`src/rtl/bmm_pkg.sv`:
```
package bmm_pkg;
  typedef enum logic [2:0] {
    ST_IDLE,
    ST_MAB,   // A_j * B_i accumulate
    ST_QEST,  // quotient estimate
    ST_QM,    // q * M_j subtract
    ST_FIX    // final conditional subtract
  } bmm_state_e;
endpackage

```
`src/rtl/bmm_sp_mul.sv`:
```
module bmm_sp_mul #(
  parameter int LAM = 20
) (
  input  logic [LAM-1:0]   x_i,
  input  logic [LAM-1:0]   y_i,
  output logic [2*LAM-1:0] p_o
);
  assign p_o = (2*LAM)'(x_i) * (2*LAM)'(y_i);
endmodule

```
`src/rtl/bmm_ctrl.sv`:
```
module bmm_ctrl
  import bmm_pkg::*;
#(
  parameter int NW    = 4,
  parameter int CNT_W = 2
) (
  input  logic             clk_i,
  input  logic             rst_ni,
  input  logic             start_i,
  output bmm_state_e       state_o,
  output logic [CNT_W-1:0] dig_i_o,
  output logic [CNT_W-1:0] dig_j_o,
  output logic             load_o,
  output logic             busy_o,
  output logic             done_o
);
  localparam logic [CNT_W-1:0] LAST = CNT_W'(NW - 1);

  bmm_state_e       state_q;
  logic [CNT_W-1:0] i_q, j_q;
  logic             done_q;

  assign load_o  = (state_q == ST_IDLE) && start_i;
  assign busy_o  = (state_q != ST_IDLE);
  assign state_o = state_q;
  assign dig_i_o = i_q;
  assign dig_j_o = j_q;
  assign done_o  = done_q;

  always_ff @(posedge clk_i or negedge rst_ni) begin
    if (!rst_ni) begin
      state_q <= ST_IDLE;
      i_q     <= '0;
      j_q     <= '0;
      done_q  <= 1'b0;
    end else begin
      done_q <= (state_q == ST_FIX);
      unique case (state_q)
        ST_IDLE: if (start_i) begin
          state_q <= ST_MAB;
          i_q     <= LAST;
          j_q     <= '0;
        end
        ST_MAB: begin
          if (j_q == LAST) begin
            j_q     <= '0;
            state_q <= ST_QEST;
          end else begin
            j_q <= j_q + 1'b1;
          end
        end
        ST_QEST: state_q <= ST_QM;
        ST_QM: begin
          if (j_q == LAST) begin
            j_q <= '0;
            if (i_q == '0) begin
              state_q <= ST_FIX;
            end else begin
              i_q     <= i_q - 1'b1;
              state_q <= ST_MAB;
            end
          end else begin
            j_q <= j_q + 1'b1;
          end
        end
        ST_FIX:  state_q <= ST_IDLE;
        default: state_q <= ST_IDLE;
      endcase
    end
  end
endmodule

```
`src/rtl/bmm_datapath.sv`:
```
module bmm_datapath
  import bmm_pkg::*;
#(
  parameter int N_BITS = 64,
  parameter int W_BITS = 16,
  parameter int LAM    = 20,
  parameter int ACC_W  = 85,
  parameter int CNT_W  = 2
) (
  input  logic              clk_i,
  input  logic              rst_ni,
  input  logic              load_i,
  input  bmm_state_e        state_i,
  input  logic [CNT_W-1:0]  dig_i_i,
  input  logic [CNT_W-1:0]  dig_j_i,
  input  logic [N_BITS-1:0] a_i,
  input  logic [N_BITS-1:0] b_i,
  input  logic [N_BITS-1:0] m_i,
  input  logic [LAM-1:0]    mu_i,
  output logic [N_BITS-1:0] t_o,
  output logic [N_BITS-1:0] m_lat_o,
  output logic [ACC_W-1:0]  acc_o
);
  localparam int Q_SH   = W_BITS + 5;  // alpha - beta
  localparam int TOP_SH = N_BITS - 2;  // n + beta

  logic [N_BITS-1:0] a_q, b_q, m_q, t_q;
  logic [LAM-1:0]    mu_q, q_q;
  logic [ACC_W-1:0]  acc_q, acc_base, prod_sh, acc_nxt, m_ext;
  logic [LAM-1:0]    op_x, op_y;
  logic [2*LAM-1:0]  prod;
  logic [W_BITS-1:0] a_dig, b_dig, m_dig;

  assign a_dig = a_q[dig_j_i*W_BITS +: W_BITS];
  assign b_dig = b_q[dig_i_i*W_BITS +: W_BITS];
  assign m_dig = m_q[dig_j_i*W_BITS +: W_BITS];
  assign m_ext = ACC_W'(m_q);

  always_comb begin
    op_x = '0;
    op_y = '0;
    unique case (state_i)
      ST_MAB:  begin op_x = LAM'(a_dig); op_y = LAM'(b_dig); end
      ST_QEST: begin op_x = acc_q[TOP_SH +: LAM]; op_y = mu_q; end
      ST_QM:   begin op_x = q_q; op_y = LAM'(m_dig); end
      default: ;
    endcase
  end

  bmm_sp_mul #(.LAM(LAM)) u_mul (.x_i(op_x), .y_i(op_y), .p_o(prod));

  assign prod_sh  = ACC_W'(prod) << (dig_j_i * W_BITS);
  assign acc_base = (state_i == ST_MAB && dig_j_i == '0) ? (acc_q << W_BITS) : acc_q;

  always_comb begin
    unique case (state_i)
      ST_MAB:  acc_nxt = acc_base + prod_sh;
      ST_QM:   acc_nxt = acc_q - prod_sh;
      default: acc_nxt = acc_q;
    endcase
  end

  always_ff @(posedge clk_i or negedge rst_ni) begin
    if (!rst_ni) begin
      a_q   <= '0;
      b_q   <= '0;
      m_q   <= '0;
      mu_q  <= '0;
      q_q   <= '0;
      acc_q <= '0;
      t_q   <= '0;
    end else if (load_i) begin
      a_q   <= a_i;
      b_q   <= b_i;
      m_q   <= m_i;
      mu_q  <= mu_i;
      acc_q <= '0;
    end else begin
      acc_q <= acc_nxt;
      if (state_i == ST_QEST) q_q <= LAM'(prod >> Q_SH);
      if (state_i == ST_FIX)
        t_q <= N_BITS'((acc_q >= m_ext) ? (acc_q - m_ext) : acc_q);
    end
  end

  assign t_o     = t_q;
  assign m_lat_o = m_q;
  assign acc_o   = acc_q;
endmodule

```
`src/rtl/barrett_mm.sv`:
```
module barrett_mm
  import bmm_pkg::*;
#(
  parameter int N_BITS = 64,
  parameter int W_BITS = 16
) (
  input  logic                clk_i,
  input  logic                rst_ni,
  input  logic                start_i,
  input  logic [N_BITS-1:0]   a_i,
  input  logic [N_BITS-1:0]   b_i,
  input  logic [N_BITS-1:0]   m_i,
  input  logic [W_BITS+3:0]   mu_i,
  output logic                busy_o,
  output logic                done_o,
  output logic [N_BITS-1:0]   t_o
);
  localparam int NW    = N_BITS / W_BITS;
  localparam int LAM   = W_BITS + 4;
  localparam int ACC_W = N_BITS + LAM + 1;
  localparam int CNT_W = (NW > 1) ? $clog2(NW) : 1;

  bmm_state_e       state;
  logic [CNT_W-1:0] dig_i, dig_j;
  logic             load;
  logic [N_BITS-1:0] m_lat;
  logic [ACC_W-1:0]  acc;

  bmm_ctrl #(.NW(NW), .CNT_W(CNT_W)) u_ctrl (
    .clk_i, .rst_ni, .start_i,
    .state_o(state), .dig_i_o(dig_i), .dig_j_o(dig_j),
    .load_o(load), .busy_o, .done_o
  );

  bmm_datapath #(
    .N_BITS(N_BITS), .W_BITS(W_BITS), .LAM(LAM), .ACC_W(ACC_W), .CNT_W(CNT_W)
  ) u_dp (
    .clk_i, .rst_ni,
    .load_i(load), .state_i(state), .dig_i_i(dig_i), .dig_j_i(dig_j),
    .a_i, .b_i, .m_i, .mu_i,
    .t_o, .m_lat_o(m_lat), .acc_o(acc)
  );
endmodule

```
`config.mk`:
```
export PLATFORM = sky130hd
export DESIGN_NAME = barrett_mm
export DESIGN_NICKNAME = d
export VERILOG_FILES = /design/src/rtl/bmm_pkg.sv /design/src/rtl/bmm_sp_mul.sv /design/src/rtl/bmm_ctrl.sv /design/src/rtl/bmm_datapath.sv /design/src/rtl/barrett_mm.sv
export SDC_FILE = /design/constraint.sdc
export NUM_CORES = 2
export LEC_CHECK = 0
export ABC_AREA = 0
export BUFFER_PORTS_ARGS = -buffer_cell sky130_fd_sc_hd__buf_4
export CORE_UTILIZATION = 40
export CTS_CLUSTER_SIZE = 14
export DETAILED_ROUTE_END_ITERATION = 6
export PLACE_DENSITY = 0.58
export SLEW_MARGIN = 20
export SYNTH_ARGS = -nofsm -noshare
export SYNTH_HDL_FRONTEND = slang
export SYNTH_HIERARCHICAL = 1
export SYNTH_SLANG_ARGS = --single-unit
```
`constraint.sdc`:
```
create_clock -name clk_i -period 9.9 [get_ports clk_i]
set_input_delay 1.485 -clock clk_i [delete_from_list [all_inputs] [get_ports clk_i]]
set_output_delay 1.485 -clock clk_i [all_outputs]
set_load 0.05 [all_outputs]
```
==> results.sh <==
export IMPL_status="finished, violations left"
export IMPL_violations="setup timing"
export IMPL_row_count=126
export IMPL_synth_simple_gate_area_frac=0.162
export IMPL_drt_drc_violations_left=0
export IMPL_crit_required_ns=10.41
export IMPL_start_kind="register"
export IMPL_syn_to_final_growth_pct=35.4
export IMPL_drv_slew=0
export IMPL_path_common_cell="fa_1"
export IMPL_skew_ns=0.0415
export IMPL_gp_congestion=1.02
export IMPL_synth_area_leader_cell="dfrtp_1"
export IMPL_ys_seq_elements=388
export IMPL_muxShareOfSynthArea=0.0944
export IMPL_cp_max_fo=8
export IMPL_final_common_cell="buf_4"
export IMPL_die_x_microns=347
export IMPL_h_tree_depth=2
export IMPL_design_portCount=281
export IMPL_root_buffer="clkbuf_16"
export IMPL_worst_slew_pin_slew_ns=1.06
export IMPL_worstPathArrival_ns=11.56
export IMPL_synth_top_family_by_area="adder cells"
export IMPL_crit_slowest_cell="fa_1"
export IMPL_drtIter0Drc=3927
export IMPL_clk_latency_ns=0.68
export IMPL_yosys_most_used_dff="dfrtp_1"
export IMPL_maxCapViolCount=0
export IMPL_initial_core_util=0.404
export IMPL_netlist_instances=5613
export IMPL_antenna_found_initial=4
export IMPL_finalNetCount=7732
export IMPL_track_usage=0.326
export IMPL_routed_wl_microns=200000
export IMPL_critPathMaxStageDelay_ns=0.59
export IMPL_fin_util=0.547
export IMPL_setup_viol=61
export IMPL_holdBufCountCts=0
export IMPL_ys_seq_area_frac=0.204
export IMPL_grt_pass1_vias=47400
export IMPL_tritoncts="done"
export IMPL_final_layout_size_suffix_gt1_frac=0.348
export IMPL_die_h_microns=347
export IMPL_cts_buffers=50
export IMPL_fillerInstances=10800
export IMPL_slew_headroom=0.292
export IMPL_grt_max_degree=99
export IMPL_route_detailed_wl_per_inst_microns=23.8
export IMPL_final_cell_mix="1408 x buf_4, 592 x nand2_1, 558 x inv_1"
export IMPL_netlist_top_cells_area="dfrtp_1 20%, fa_1 14%, ha_1 10%, mux2_2 5.8%, nand2_1 4.8%"
export IMPL_clockBufferDepth=3
export IMPL_place_port_buffers=280
export IMPL_clock_fmax_mhz=90.5
export IMPL_avgSynthCellArea_sq_um=8.50
export IMPL_antenna_left=0
export IMPL_overflow=0
export IMPL_die_area_sq_mm=0.121
export IMPL_netlist_area_sq_mm=0.0477
export IMPL_dr_pass1_iters=6
export IMPL_min_period_over_period=1.12
export IMPL_vias=47300
export IMPL_grt_pass1_wl_microns=298000
export IMPL_hold_viol_final=0
export IMPL_setup_ws_ns=-1.15
export IMPL_end_kind="register"
export IMPL_synth_top_area_frac=0.204
export IMPL_synth_xor_area_frac=0.0452
export IMPL_gr_max_usage_layer="met2"
export IMPL_place_hpwl_microns=161000
export IMPL_grt_use_met3=0.0418
export IMPL_fp_coreArea_sq_mm=0.118
export IMPL_ys_warn_count=6
export IMPL_use_met1=0.428
export IMPL_period_minus_slack_ns=11.05
export IMPL_use_met2=0.534
export IMPL_cts_sinks=388
export IMPL_synthAdderAreaFrac=0.237
export IMPL_synth_compound_area_frac=0.182
export IMPL_synth_edf_count=0
export IMPL_hp_class="register to register"
export IMPL_clkTransAtPathRegs_ns=0.06
export IMPL_vias_per_cell=5.64
export IMPL_synth_async_sr_flop_share=1.00
export IMPL_syn_num_nets=6537
export IMPL_worstSetupPathType="register to register"
export IMPL_rsz0062_at_grt="yes"
export IMPL_yosysUniqueCellTypes=108
export IMPL_fin_hold_ws_ns=0.480
-- cell usage after synthesis, types with 7 or more instances --
| cell | count |
|---|---|
| o21ai_0 | 269 |
| a21oi_1 | 407 |
| a221oi_1 | 7 |
| buf_2 | 41 |
| nor4_1 | 19 |
| o21a_1 | 34 |
| and3_1 | 19 |
| a31o_2 | 7 |
| ha_1 | 386 |
| fa_1 | 323 |
| clkbuf_1 | 281 |
| o21bai_1 | 56 |
| a211o_1 | 11 |
| a311oi_1 | 9 |
| or3_1 | 25 |
| a41oi_1 | 7 |
| or2_2 | 18 |
| mux2i_1 | 66 |
| nor2b_1 | 33 |
| nand3b_1 | 8 |
| a22o_1 | 11 |
| a21o_1 | 181 |
| dfrtp_1 | 388 |
| o21ai_2 | 8 |
| nand3_1 | 63 |
| nor2_1 | 345 |
| buf_1 | 26 |
| nand2_1 | 608 |
| nand2b_1 | 44 |
| a211oi_1 | 49 |
| a221o_1 | 7 |
| a22oi_1 | 29 |
| mux2_2 | 245 |
| xor2_1 | 100 |
| and2_1 | 248 |
| o31ai_1 | 16 |
| a31oi_1 | 66 |
| nand4_1 | 86 |
| xnor2_1 | 146 |
| mux4_2 | 48 |
| o211ai_1 | 40 |
| a21boi_0 | 18 |
| nor3_1 | 83 |
| inv_1 | 574 |
| o21ai_1 | 17 |
-- metal layers --
| layer | routed length (microns) | up-vias |
|---|---|---|
| met5 | 0 | - |
| met4 | 10700 | 0 |
| met3 | 13000 | 413 |
| met2 | 92900 | 1789 |
| met1 | 83300 | 23400 |
| li1 | - | 21600 |
-- registers in the layout, indices dropped and copies added, names as in the netlist --
name and cells:
u_dp/mu_q 20, u_ctrl/dig_i_o 2, u_dp/m_lat_o 64, u_dp/t_o 64, u_ctrl/dig_j_o 2, u_dp/q_q 19
u_dp/a_q 64, u_ctrl/done_o 1, u_dp/b_q 64, u_ctrl/state_o 3, u_dp/acc_o 85
-- kinds of logic (layout without fill, tap and decap cells) --
kind of cell / count (synthesis) / count (layout)
flops: 388 / 388
xor+xnor: 246 / 246
compound gates: 1347 / 1347
simple gates: 1634 / 1634
buf+inv: 930 / 2164
other cells: 0 / 2
mux: 359 / 359
fa+ha+maj: 709 / 709
-- through the flow --
step / area (sq um) / TNS, ns / instances / setup slack [ns]
detailed placement: 59100 / -78.84 / 8190 / -1.76
finish: 64500 / -45.84 / 8385 / -1.15
floorplan: 48000 / -0.813 / 5613 / -0.185
global route: 64500 / -67.47 / 8383 / -1.53
CTS: 63500 / -35.02 / 8353 / -0.931
global placement: 59100 / -76.88 / 8190 / -1.75
-- final cells by class --
class / count / area [sq um] / share of cell area
flip-flops and latches: 388 / 9720 / 0.151
diodes: 2 / 5.00 / 0.0000775
multi-input cells: 4295 / 37200 / 0.576
inverters: 575 / 2170 / 0.0336
clock buffers: 64 / 1410 / 0.0218
well taps: 1536 / 1920 / 0.0298
repair buffers: 1498 / 11800 / 0.183
clock inverters: 27 / 339 / 0.00525
-- timing repair --
action	4_1_cts	5_1_grt
pin swaps	228	154
endpoints found under the setup margin	66	69
setup buffers	78	30
cloned	3	0
resized for setup	445	171
-- critical path: cells and delay by family (launching register included) --
kind | cells | cell delay, ns
XOR/XNOR | 1 | 0.16
adder cells (fa/ha/maj) | 9 | 4.12
buffers and inverters | 13 | 1.39
AND/OR/NAND/NOR | 6 | 0.72
AO/OA/AOI/OAI | 19 | 3.20
multiplexers | 3 | 0.73
flip-flops | 1 | 0.53
-- worst paths after layout --
check | startpoint | end | slack, ns | cells after the start
setup / recovery | u_ctrl/dig_j_o[0] | u_dp/acc_o[84] | -1.15 | 51
hold reg to reg | u_dp/t_o[61] | u_dp/t_o[61] | 0.48 | 2
min in group asynchronous | rst_ni | u_dp/t_o[43] | 0.81 | 1
setup reg to reg | u_ctrl/dig_j_o[0] | u_dp/acc_o[84] | -1.15 | 51
max in group asynchronous | rst_ni | u_dp/mu_q[16] | 6.89 | 3
hold / removal | u_dp/t_o[61] | u_dp/t_o[61] | 0.48 | 2
Power is left out: the tool's default activity adds up to more than one toggle a clock period on the data nets, which glitch-free logic cannot reach.
